<file path="config.mk">
export PLATFORM = sky130hd
export DESIGN_NAME = ptab_walker
export DESIGN_NICKNAME = d
export VERILOG_FILES = /design/src/rtl/ptab_pkg.sv /design/src/rtl/ptab_addr_gen.sv /design/src/rtl/ptab_desc_decode.sv /design/src/rtl/ptab_walker.sv
export SDC_FILE = /design/constraint.sdc
export NUM_CORES = 1
export LEC_CHECK = 0
export BUFFER_PORTS_ARGS = -buffer_cell sky130_fd_sc_hd__buf_2
export CORE_ASPECT_RATIO = 0.75
export CORE_MARGIN = 2
export CORE_UTILIZATION = 30
export CTS_CLUSTER_SIZE = 25
export DETAILED_ROUTE_END_ITERATION = 6
export PLACE_DENSITY = 0.45
export SLEW_MARGIN = 20
export SYNTH_ARGS = -nofsm -noshare
export SYNTH_HDL_FRONTEND = slang
export SYNTH_HIERARCHICAL = 1
export SYNTH_SLANG_ARGS = --single-unit
</file>
<file path="constraint.sdc">
create_clock -name clk -period 5 [get_ports clk]
set_input_delay 0.5 -clock clk [delete_from_list [all_inputs] [get_ports clk]]
set_output_delay 0.5 -clock clk [all_outputs]
set_load 0.05 [all_outputs]
</file>
<file path="src/rtl/ptab_pkg.sv">
package ptab_pkg;

  // Fixed table layout offsets (bytes).
  localparam int unsigned OFF_TABLE_SIZE = 32'h14;
  localparam int unsigned OFF_PTR_FIRST  = 32'h18;
  localparam int unsigned OFF_GROUP_CNT  = 32'h4;
  localparam int unsigned OFF_GROUP_DESC = 32'h8;
  localparam int unsigned GROUP_STRIDE   = 32'h8;
  localparam int unsigned WORD_BYTES     = 32'h4;

  // Pin descriptor layout.
  localparam int unsigned DESC_W      = 16;
  localparam logic [3:0]  KIND_STROBE = 4'hE;
  localparam logic [3:0]  KIND_DATA   = 4'hF;

  typedef enum logic [3:0] {
    ST_IDLE,
    ST_SIZE,
    ST_PTR,
    ST_NGRP,
    ST_GDESC,
    ST_OFFS,
    ST_PIN,
    ST_HI,
    ST_DONE,
    ST_ERR
  } walk_st_e;

  typedef struct packed {
    logic [7:0] lane;
    logic [3:0] pin;
    logic       strobe;
    logic       ok;
  } pin_desc_t;

endpackage

</file>
<file path="src/rtl/ptab_addr_gen.sv">
module ptab_addr_gen #(
  parameter int AW = 24
) (
  input  logic [AW-1:0] base,
  input  logic [AW-1:0] rel,
  input  logic [AW-1:0] limit,
  input  logic          check_en,
  output logic [AW-1:0] addr,
  output logic          oob
);

  always_comb begin
    addr = base + rel;
    oob  = check_en && (rel > limit);
  end

endmodule

</file>
<file path="src/rtl/ptab_desc_decode.sv">
module ptab_desc_decode
  import ptab_pkg::*;
(
  input  logic [DESC_W-1:0] raw,
  output pin_desc_t         dec
);

  logic [3:0] kind;

  always_comb begin
    kind       = raw[7:4];
    dec.lane   = raw[15:8];
    dec.pin    = raw[3:0];
    dec.strobe = (kind == KIND_STROBE);
    dec.ok     = (kind == KIND_STROBE) || (kind == KIND_DATA);
  end

endmodule

</file>
<file path="src/rtl/ptab_walker.sv">
module ptab_walker
  import ptab_pkg::*;
#(
  parameter int AW    = 24,
  parameter int DW    = 32,
  parameter int IDW   = 8,
  parameter int PINW  = 6,
  parameter int LANEW = 2,
  parameter int GCW   = 8
) (
  input  logic             clk,
  input  logic             rst_n,
  input  logic             start,
  input  logic [AW-1:0]    base_addr,
  input  logic [IDW-1:0]   target_id,
  output logic             rd_req,
  output logic [AW-1:0]    rd_addr,
  input  logic             rd_valid,
  input  logic [DW-1:0]    rd_data,
  output logic             busy,
  output logic             done,
  output logic             error,
  output logic [GCW-1:0]   grp_count,
  output logic [PINW-1:0]  grp_pins,
  output logic [LANEW-1:0] grp_lanes,
  output logic             desc_valid,
  output logic [7:0]       desc_lane,
  output logic [3:0]       desc_pin,
  output logic             desc_strobe
);

  localparam int ID_LSB  = DW - IDW;
  localparam int OFFW    = 16;
  localparam logic [AW-1:0] K_SIZE   = AW'(OFF_TABLE_SIZE);
  localparam logic [AW-1:0] K_PTR0   = AW'(OFF_PTR_FIRST);
  localparam logic [AW-1:0] K_NGRP   = AW'(OFF_GROUP_CNT);
  localparam logic [AW-1:0] K_GDESC  = AW'(OFF_GROUP_DESC);
  localparam logic [AW-1:0] K_STRIDE = AW'(GROUP_STRIDE);
  localparam logic [AW-1:0] K_WORD   = AW'(WORD_BYTES);

  walk_st_e st_q, st_d;
  logic [AW-1:0]     base_q, rel_q, rel_d, size_q, size_d;
  logic [AW-1:0]     ptr_q, ptr_d, gaddr_q, gaddr_d;
  logic [IDW-1:0]    tid_q;
  logic [GCW-1:0]    ngrp_q, ngrp_d, grp_q, grp_d;
  logic [PINW-1:0]   pins_q, pins_d, cnt_q, cnt_d;
  logic [LANEW-1:0]  lanes_q, lanes_d;
  logic [DESC_W-1:0] hi_q, hi_d;
  logic              pend_q, pend_d;
  logic              dv_q, dv_d, done_q, done_d, err_q, err_d;
  pin_desc_t         desc_q, desc_d;
  logic              cap_en, is_rd, oob, grp_last, pins_last;

  // Address generation and bound check against the table size.
  ptab_addr_gen #(.AW(AW)) u_addr (
    .base     (base_q),
    .rel      (rel_q),
    .limit    (size_q),
    .check_en (st_q != ST_SIZE),
    .addr     (rd_addr),
    .oob      (oob)
  );

  // Two descriptor decoders: lower half straight from the bus, upper half from the hold register.
  logic [DESC_W-1:0] half_raw [2];
  pin_desc_t         half_dec [2];
  assign half_raw[0] = rd_data[DESC_W-1:0];
  assign half_raw[1] = hi_q;

  for (genvar h = 0; h < 2; h++) begin : g_half
    ptab_desc_decode u_dec (
      .raw (half_raw[h]),
      .dec (half_dec[h])
    );
  end

  assign cap_en    = (st_q == ST_IDLE) && start;
  assign is_rd     = (st_q == ST_SIZE) || (st_q == ST_PTR) || (st_q == ST_NGRP) ||
                     (st_q == ST_GDESC) || (st_q == ST_OFFS) || (st_q == ST_PIN);
  assign rd_req    = is_rd && !pend_q && !oob;
  assign grp_last  = (grp_q + GCW'(1)) == ngrp_q;
  assign pins_last = (cnt_q + PINW'(1)) == pins_q;

  // Next-state logic.
  always_comb begin
    st_d    = st_q;
    rel_d   = rel_q;
    size_d  = size_q;
    ptr_d   = ptr_q;
    gaddr_d = gaddr_q;
    ngrp_d  = ngrp_q;
    grp_d   = grp_q;
    pins_d  = pins_q;
    lanes_d = lanes_q;
    cnt_d   = cnt_q;
    hi_d    = hi_q;
    pend_d  = pend_q;
    desc_d  = desc_q;
    dv_d    = 1'b0;
    done_d  = 1'b0;
    err_d   = 1'b0;

    if (is_rd) begin
      if (!pend_q) begin
        if (oob) st_d = ST_ERR;
        else     pend_d = 1'b1;
      end else if (rd_valid) begin
        pend_d = 1'b0;
        unique case (st_q)
          ST_SIZE: begin
            size_d = rd_data[AW-1:0];
            rel_d  = K_PTR0;
            st_d   = ST_PTR;
          end
          ST_PTR: begin
            if (rd_data == '0) begin
              st_d = ST_ERR;
            end else if (rd_data[DW-1 -: IDW] == tid_q) begin
              ptr_d = rd_data[AW-1:0];
              rel_d = rd_data[AW-1:0] + K_NGRP;
              st_d  = ST_NGRP;
            end else begin
              rel_d = rel_q + K_WORD;
            end
          end
          ST_NGRP: begin
            ngrp_d  = rd_data[GCW-1:0];
            grp_d   = '0;
            gaddr_d = ptr_q + K_GDESC;
            rel_d   = ptr_q + K_GDESC;
            st_d    = (rd_data[GCW-1:0] == '0) ? ST_DONE : ST_GDESC;
          end
          ST_GDESC: begin
            pins_d  = rd_data[PINW-1:0];
            lanes_d = rd_data[PINW +: LANEW];
            rel_d   = rel_q + K_WORD;
            st_d    = ST_OFFS;
          end
          ST_OFFS: begin
            rel_d = AW'(rd_data[OFFW-1:0]);
            cnt_d = '0;
            if (pins_q != '0) begin
              st_d = ST_PIN;
            end else if (grp_last) begin
              st_d = ST_DONE;
            end else begin
              grp_d   = grp_q + GCW'(1);
              gaddr_d = gaddr_q + K_STRIDE;
              rel_d   = gaddr_q + K_STRIDE;
              st_d    = ST_GDESC;
            end
          end
          ST_PIN: begin
            if (!half_dec[0].ok) begin
              st_d = ST_ERR;
            end else begin
              dv_d   = 1'b1;
              desc_d = half_dec[0];
              cnt_d  = cnt_q + PINW'(1);
              hi_d   = rd_data[2*DESC_W-1:DESC_W];
              if (!pins_last) begin
                st_d = ST_HI;
              end else if (grp_last) begin
                st_d = ST_DONE;
              end else begin
                grp_d   = grp_q + GCW'(1);
                gaddr_d = gaddr_q + K_STRIDE;
                rel_d   = gaddr_q + K_STRIDE;
                st_d    = ST_GDESC;
              end
            end
          end
          default: ;
        endcase
      end
    end else begin
      unique case (st_q)
        ST_IDLE: begin
          if (start) begin
            rel_d  = K_SIZE;
            pend_d = 1'b0;
            st_d   = ST_SIZE;
          end
        end
        ST_HI: begin
          if (!half_dec[1].ok) begin
            st_d = ST_ERR;
          end else begin
            dv_d   = 1'b1;
            desc_d = half_dec[1];
            cnt_d  = cnt_q + PINW'(1);
            if (!pins_last) begin
              rel_d = rel_q + K_WORD;
              st_d  = ST_PIN;
            end else if (grp_last) begin
              st_d = ST_DONE;
            end else begin
              grp_d   = grp_q + GCW'(1);
              gaddr_d = gaddr_q + K_STRIDE;
              rel_d   = gaddr_q + K_STRIDE;
              st_d    = ST_GDESC;
            end
          end
        end
        ST_DONE: begin
          done_d = 1'b1;
          st_d   = ST_IDLE;
        end
        ST_ERR: begin
          err_d = 1'b1;
          st_d  = ST_IDLE;
        end
        default: st_d = ST_IDLE;
      endcase
    end
  end

  // Request capture, enabled only when idle.
  always_ff @(posedge clk or negedge rst_n) begin
    if (!rst_n) begin
      base_q <= '0;
      tid_q  <= '0;
    end else if (cap_en) begin
      base_q <= base_addr;
      tid_q  <= target_id;
    end
  end

  // State registers.
  always_ff @(posedge clk or negedge rst_n) begin
    if (!rst_n) begin
      st_q    <= ST_IDLE;
      rel_q   <= '0;
      size_q  <= '0;
      ptr_q   <= '0;
      gaddr_q <= '0;
      ngrp_q  <= '0;
      grp_q   <= '0;
      pins_q  <= '0;
      lanes_q <= '0;
      cnt_q   <= '0;
      hi_q    <= '0;
      pend_q  <= 1'b0;
      desc_q  <= '0;
      dv_q    <= 1'b0;
      done_q  <= 1'b0;
      err_q   <= 1'b0;
    end else begin
      st_q    <= st_d;
      rel_q   <= rel_d;
      size_q  <= size_d;
      ptr_q   <= ptr_d;
      gaddr_q <= gaddr_d;
      ngrp_q  <= ngrp_d;
      grp_q   <= grp_d;
      pins_q  <= pins_d;
      lanes_q <= lanes_d;
      cnt_q   <= cnt_d;
      hi_q    <= hi_d;
      pend_q  <= pend_d;
      desc_q  <= desc_d;
      dv_q    <= dv_d;
      done_q  <= done_d;
      err_q   <= err_d;
    end
  end

  assign busy        = (st_q != ST_IDLE);
  assign done        = done_q;
  assign error       = err_q;
  assign grp_count   = ngrp_q;
  assign grp_pins    = pins_q;
  assign grp_lanes   = lanes_q;
  assign desc_valid  = dv_q;
  assign desc_lane   = desc_q.lane;
  assign desc_pin    = desc_q.pin;
  assign desc_strobe = desc_q.strobe;

  // a request is never followed by another in the next cycle.
  a_r3_single_outstanding: assert property (@(posedge clk) disable iff (!rst_n)
    rd_req |=> !rd_req);

  // every request after the size read stays inside the table.
  a_r10_in_bound: assert property (@(posedge clk) disable iff (!rst_n)
    (rd_req && st_q != ST_SIZE) |-> ((rd_addr - base_q) <= size_q));

  // done and error are single-cycle and exclusive.
  a_r11_done_pulse: assert property (@(posedge clk) disable iff (!rst_n)
    done |=> !done);
  a_r11_exclusive: assert property (@(posedge clk) disable iff (!rst_n)
    !(done && error));

  // captured request is held while a walk runs.
  a_r12_start_ignored: assert property (@(posedge clk) disable iff (!rst_n)
    (busy && start) |=> $stable(base_q));

  // never more descriptors than the group's pin count.
  a_r8_pin_count: assert property (@(posedge clk) disable iff (!rst_n)
    desc_valid |-> (cnt_q <= pins_q));

endmodule

</file>
==> summary.txt, run 1 <==
Floorplan
  – Number of placement rows: 67
  – Die W: ~250 um
  – Initial Utilization: between 30% and 40%
  – Chip height: 187 um
  – Core box area: 0.0444 mm2
  – I/O pin total: ~130
  – DIE AREA: 0.0465 mm2

CTS
  – Resize count post-CTS: 0
  – CTS Sinks: approximately 200
  – Post-CTS Setup Inserts: 0
  – Hold Buf Count CTS: 0
  – Cts bufs inserted: 17
  – CTS H-tree lvls: 4
  – CTS max path bufs: 2
  – Worst-Skew Late Latency: 0.48 ns
  – Root buffer cell: clkbuf_16
  – CTS tree: built
  – Clock slew at reported path FFs: 0.08 ns

Synth
  – Synth area leaders: dfrtp_1, mux2_2, ha_1
  – Synth Area in Adders: 5.18%
  – Simple-gate share of the synthesized area: around 18%
  – Async S/R FF share, synth: 100%
  – Yosys top cell by area: dfrtp_1
  – Synth Warn #: 6
  – Register area share after synthesis: 36.3%
  – Area fraction in compound gates after synthesis: 17.3%
  – Share of the synthesized area in the top cell type: a little over a third
  – Number of synthesized flops with an enable pin: 0
  – Mean post-synth cell area: approximately 9 um2
  – Total nets after synthesis: about 1,600
  – Synth unique cells: between 90 and 100
  – Cells after Synth: 1,456
  – Largest family of logic cells by synthesized area: simple AND/OR/NAND/NOR gates
  – #FFs+latches synth: about 200
  – Mux share of post-synthesis cell area: 10.4%
  – Cell area after synthesis: 0.0134 mm2
  – Dominant synthesized flop cell: dfrtp_1
  – Synth Area in XOR/XNOR: 8.09%

Detailed routing
  – # DRC: 0
  – Total wire length: 49,400 um
  – DR pass1 iterations: 5
  – Met1 WL: 24,500 um
  – WL/cell: 23.3 um
  – Vias/cell: 5.64
  – Vias: ~12,000
  – Final antenna-violating net count: 0
  – Highest routed layer: met4
  – 1st-iter DRT viols: 1,209
  – Detail Route met3 WL: about 4000 um
  – Metal2 WL: a little over 20,000 um

Timing
  – Fin. max-slew vios: 0
  – Final hold slack: around 0.11 ns
  – Relative max-transition margin: 29.2%
  – FMAX: 0.240 GHz
  – Setup TNS: 0 ns
  – Final hold vios: 0
  – Period Utilization, post-route: 83.4%
  – Worst Max-Slew Pin Slew: 1.06 ns
  – Fin crit period: 4.17 ns
  – RSZ-0062 raised after global routing: false
  – Clock skew: between 0.01 and 0.015 ns
  – Final setup viols: 0

Finish
  – Synth-to-layout area growth: 12.6%
  – Most common cell after layout, fill and taps aside: dfrtp_1
  – Final net count: 1,645
  – Fill count: 4,681
  – Post-route cell area: 0.0151 mm2
  – Share of cells above drive strength 1: 20.9%
  – Most frequent cells in the layout: dfrtp_1, nand2_1, buf_2, mux2_2, nor2_1

Global routing
  – Largest net degree at the start of global routing: 103
  – Global-route wire length before repair: roughly 74,000 um
  – Overall Global Routing Usage: between 20% and 30%
  – Vias in the first global route: around 11,000
  – Grt ovf: 0
  – Initial antenna violation count: 1

Power and ir drop
  – Pint: roughly 4.3 mW
  – Clock Power Share: 17.3%
  – Sequential cell fraction of total power: 27.4%
  – Leakage: 6.65 nW
  – P_sw: 4.55 mW
  – Power density over cell area: 585 mW/mm2
  – VDD IR max: 0.769 mV
  – Switching share of total power: approximately 51%
  – Combinational group share of total power: 55.3%

Place
  – Port bufs: 125
  – Cell area after placement: 0.0145 mm2
  – Final HPWL DP: 36,900 um
  – Placer congestion estimate: 0.909

Worst hold path
  – Hold Crit Class: in2async

Critical path
  – Worst path bufs/invs: 1
  – Crit Path Max Fanout: 11
  – R2R cell count: 8
  – Critical path's top delay family: compound AO/OA/AOI/OAI gates
  – R2R Path Start: st_q[1]
  – CP Capture Type: output pin
  – Worst reg2reg endpoint: rel_q[1]
  – WS Path Type: reg2out
  – Crit-path cells: ha_1 > nand4_1 > a21oi_1 > o31ai_1 > a41oi_1 > nor3_1 > buf_2
  – Worst EP required: 4.50 ns
  – R2R setup slack: 1.26 ns
  – Slowest stage delay, CP: 0.74 ns
  – Worst Setup Start Kind: register
  – Crit path max-delay cell type: dfrtp_1
  – CP arrival: about 3.7 ns
  – Critical path startpoint: rel_q[4]

Outcome
  – Status: complete, no violations

Job
  – Max_cap viols: 0
worst register-to-register path, delay by kind of cell (launching register included):
kind	cells	cell delay, ns
compound gates	4	0.81
flops	1	0.59
simple gates	4	2.21
cells in the mapped netlist (28+ instances only):
| cell type | instances |
|---|---|
| mux2_2 | 105 |
| xnor2_1 | 63 |
| ha_1 | 54 |
| dfrtp_1 | 195 |
| nand4_1 | 28 |
| a21oi_1 | 79 |
| xor2_1 | 56 |
| nor2_1 | 82 |
| nor3_1 | 29 |
| nand2_1 | 161 |
| clkbuf_1 | 44 |
| o21ai_0 | 64 |
| nand3_1 | 53 |
| inv_1 | 46 |
registers in the layout, indices dropped and copies added (netlist names):
register,cells
base_q,24
gaddr_q,24
ptr_q,24
rel_q,24
size_q,24
hi_q,16
desc_lane,8
grp_count,8
grp_q,8
tid_q,8
cnt_q,6
grp_pins,6
desc_pin,4
st_q,4
grp_lanes,2
desc_strobe,1
desc_valid,1
done,1
error,1
pend_q,1
power by group through the flow:
stage	Sequential (mW)	Combinational [mW]	Clock (mW)
after floorplan	2.46	3.48	0
after global placement	2.44	4.83	0
after detailed placement	2.45	4.84	0
after CTS	2.42	4.86	1.57
after global routing	2.49	5.24	1.63
final	2.43	4.90	1.53
metal layers:
layer  vias to the layer above  global-route usage, %
met5                         -                      0
met4                         0                   4.56
met3                        46                   4.99
met2                       489                   29.3
met1                      6005                   33.1
li1                       5437                      -
per-stage QoR:
stage          power, mW  cells  setup slack (ns)  utilization, %
3_3_place_gp        7.28   2089              1.31            32.6
4_1_cts             8.85   2121              1.09            34.0
6_report            8.85   2122             0.829            34.0
3_5_place_dp        7.30   2089              1.34            32.6
2_1_floorplan       5.94   1456              1.79               -
5_1_grt             9.35   2121             0.890            34.0
kinds of logic after synthesis:
group                    count (synthesis)
AO/OA/AOI/OAI                          347
XOR/XNOR                               121
adder cells (fa/ha/maj)                 55
buffers and inverters                  144
flip-flops                             195
multiplexers                           125
AND/OR/NAND/NOR                        469
area by class of cell:
cell class	count	area, um2	share of cell area (%)
Multi-Input combinational cell	1117	7900	52.2
Sequential cell	195	4880	32.3
Timing Repair Buffer	145	797	5.27
Tap cell	586	733	4.85
Clock buffer	17	425	2.81
Clock inverter	15	219	1.45
Inverter	46	173	1.14
Antenna cell	1	2.50	0.0165
worst max path at each step:
| stage | end | slack [ns] | depth (start not counted) |
|---|---|---|---|
| 6_report | rd_req | 0.83 | 7 |
| 3_3_place_gp | rel_q[1] | 1.31 | 8 |
| 2_1_floorplan | rd_addr[20] | 1.79 | 7 |
| 3_5_place_dp | rel_q[1] | 1.34 | 8 |
| 5_1_grt | rd_req | 0.89 | 7 |
| 4_1_cts | rd_req | 1.09 | 7 |
No activity file was read; power rests on OpenSTA's default activity.
==> inputs of run 2 (changes only) <==
clock period = 4.3 ns   (was 5 ns; I/O delays follow)
==> run 2 against run 1 <==
Against the previous run: first-iteration DRC count is 6.3% lower; setup slack worse by 0.34 ns; via count is 0.83% lower; combinational power is 18% higher; die area stayed put; critical path type unchanged; critical endpoint unchanged; largest power group unchanged; highest routed layer is now met5.
==> summary.txt, run 2 (synthesized netlist as in run 1, its figures left out) <==
Global routing
  – Global-route wire length before repair: 74,100 um (about the same)
  – Largest net degree at the start of global routing: 92 (-11%)
  – Overall Global Routing Usage: 21.3% (+0.038 points)
  – Initial antenna violation count: 2 (+1)
  – Grt ovf: 0 (unchanged)
  – Vias in the first global route: 11,700 (+2.1%)

Detailed routing
  – # DRC: 0 (unchanged)
  – Total wire length: 49,300 um (-0.21%)
  – DR pass1 iterations: 6 (+1)
  – Final antenna-violating net count: 0 (unchanged)
  – WL/cell: 23.1 um (-0.82%)
  – Vias/cell: 5.56 (-1.4%)
  – Vias: 11,900 (-0.83%)
  – 1st-iter DRT viols: 1,133 (-6.3%)

Timing
  – Post-route setup slack: 0.494 ns (-0.335 ns)
  – Clock skew: 0.0133 ns (+0.000650 ns)
  – Final hold slack: 0.0508 ns (-0.0558 ns)
  – Final setup viols: 0 (unchanged)
  – Fin. max-slew vios: 0 (unchanged)
  – Final hold vios: 0 (unchanged)
  – Fin crit period: roughly 3.8 ns
  – Setup TNS: 0 ns (unchanged)
  – Worst Max-Slew Pin Slew: 0.962 ns (-0.0976 ns)
  – Relative max-transition margin: 35.8% (+6.6 points)
  – FMAX: ~0.26 GHz
  – RSZ-0062 raised after global routing: false
  – Period Utilization, post-route: 88.5%

Power and ir drop
  – Sequential cell fraction of total power: 26.9% (-0.5 points)
  – Total Power: 10.4 mW (+17%)
  – Clock Power Share: 17.2% (about the same)
  – Switching share of total power: 50.1% (-1.4 points)
  – Leakage: 6.71 nW (+0.93%)
  – VDD IR max: 0.683 mV (-11%)
  – Pint: 5.18 mW (+20%)
  – Combinational group share of total power: 55.8% (+0.5 points)
  – Power density over cell area: 681 mW/mm2 (+16%)
  – P_sw: 5.19 mW (+14%)

Critical path
  – R2R setup slack: 0.90 ns (-0.36 ns)
  – Crit-path cells: ha_1 > nor2b_1 > o21a_1 > o21ai_1 > a21oi_1 > o31ai_1 > a41oi_1 > nor3_1 > buf_2
  – CP Capture Type: output pin
  – Worst Setup Start Kind: register
  – Critical path's top delay family: compound AO/OA/AOI/OAI gates
  – CP arrival: 3.38 ns (-0.29 ns)
  – Slowest stage delay, CP: 0.50 ns (-0.24 ns)
  – WS Path Type: reg2out
  – Crit path max-delay cell type: o31ai_1
  – Worst path bufs/invs: 1 (unchanged)
  – Worst EP required: 3.87 ns (-0.63 ns)
  – Crit Path Max Fanout: 4 (-7)

Job
  – Max_cap viols: 0 (unchanged)

Finish
  – Share of cells above drive strength 1: 21.4% (+0.52 points)
  – Post-route cell area: 0.0152 mm2 (+0.56%)
  – Most frequent cells in the layout: dfrtp_1, nand2_1, buf_2, mux2_2, nor2_1
  – Final net count: 1,659 (+0.85%)
  – # diodes: 0 (-1)
  – Synth-to-layout area growth: 13.2%
  – Most common cell after layout, fill and taps aside: dfrtp_1

CTS
  – Clock slew at reported path FFs: 0.08 ns (about the same)
  – Root buffer cell: clkbuf_16
  – Worst-Skew Late Latency: 0.47 ns (about the same)
  – Resize count post-CTS: 0 (unchanged)
  – Hold Buf Count CTS: 0 (unchanged)
  – CTS Sinks: 195 (unchanged)
  – CTS H-tree lvls: 4 (unchanged)
  – Cts bufs inserted: 17 (unchanged)
  – CTS max path bufs: 2 (unchanged)
  – CTS tree: built
  – Post-CTS Setup Inserts: 0 (unchanged)

Floorplan
  – Die W: 248 um (unchanged)
  – Initial Utilization: 30.2% (unchanged)
  – DIE AREA: 0.0465 mm2 (unchanged)
  – Number of placement rows: 67 (unchanged)
  – I/O pin total: 126 (unchanged)
  – Core box area: 0.0444 mm2 (unchanged)
  – Chip height: 187 um (unchanged)

Place
  – Placer congestion estimate: 0.924 (+1.7%)
  – Cell area after placement: 0.0146 mm2 (+0.81%)
  – Final HPWL DP: 36,800 um (-0.40%)
  – Port bufs: 125 (unchanged)
  – Pre-CTS setup slack: 0.700 ns (-0.643 ns)

Outcome
  – Status: complete, no violations

Worst hold path
  – Hold Crit Class: in2async
==> run 2: changes by cell type in the layout (fill, tap and decap cells not counted), sizes merged <==
cell    change
buf        +14
bufinv      +3
clkbuf      +2
clkinv      -4
diode       -1
inv         -1
==> run 2: power groups by stage <==
stage	clock network, mW	logic (mW)	registers, mW
floorplan	0	4.05	2.86
global placement	0	5.72	2.82
detailed placement	0	5.74	2.82
CTS	1.82	5.76	2.79
global route	1.91	6.20	2.87
finish	1.78	5.79	2.79
==> run 2: cell type report <==
cell class / count / area (um2)
clock inverter: 13 / 188
sequential: 195 / 4880
multi-input combinational: 1117 / 7890
fill: 4649 / 29200
clock buffer: 19 / 433
inverter: 46 / 173
tap: 586 / 733
timing repair buffer: 159 / 915
==> run 2: final timing paths <==
path,from,depth (start not counted),endpoint
max reg2reg,grp_q[0],10,rel_q[4]
max in group asynchronous,rst_n,2,size_q[2]
min in group clk,base_addr[19],2,base_q[19]
min,rst_n,1,base_q[3]
min reg2reg,size_q[2],2,size_q[2]
max,rel_q[1],9,rd_req
==> run 2: per-layer routing <==
metal	wire length [um]	track usage (%)
met3	4550	7.23
met2	20100	29.2
met4	838	4.88
met5	22	0
met1	23700	31.8
==> run 2: metrics by stage <==
stage | util, % | std cells
2_1_floorplan | - | 1456
3_3_place_gp | 32.8 | 2103
3_5_place_dp | 32.8 | 2103
4_1_cts | 34.2 | 2135
5_1_grt | 34.2 | 2135
6_report | 34.2 | 2135
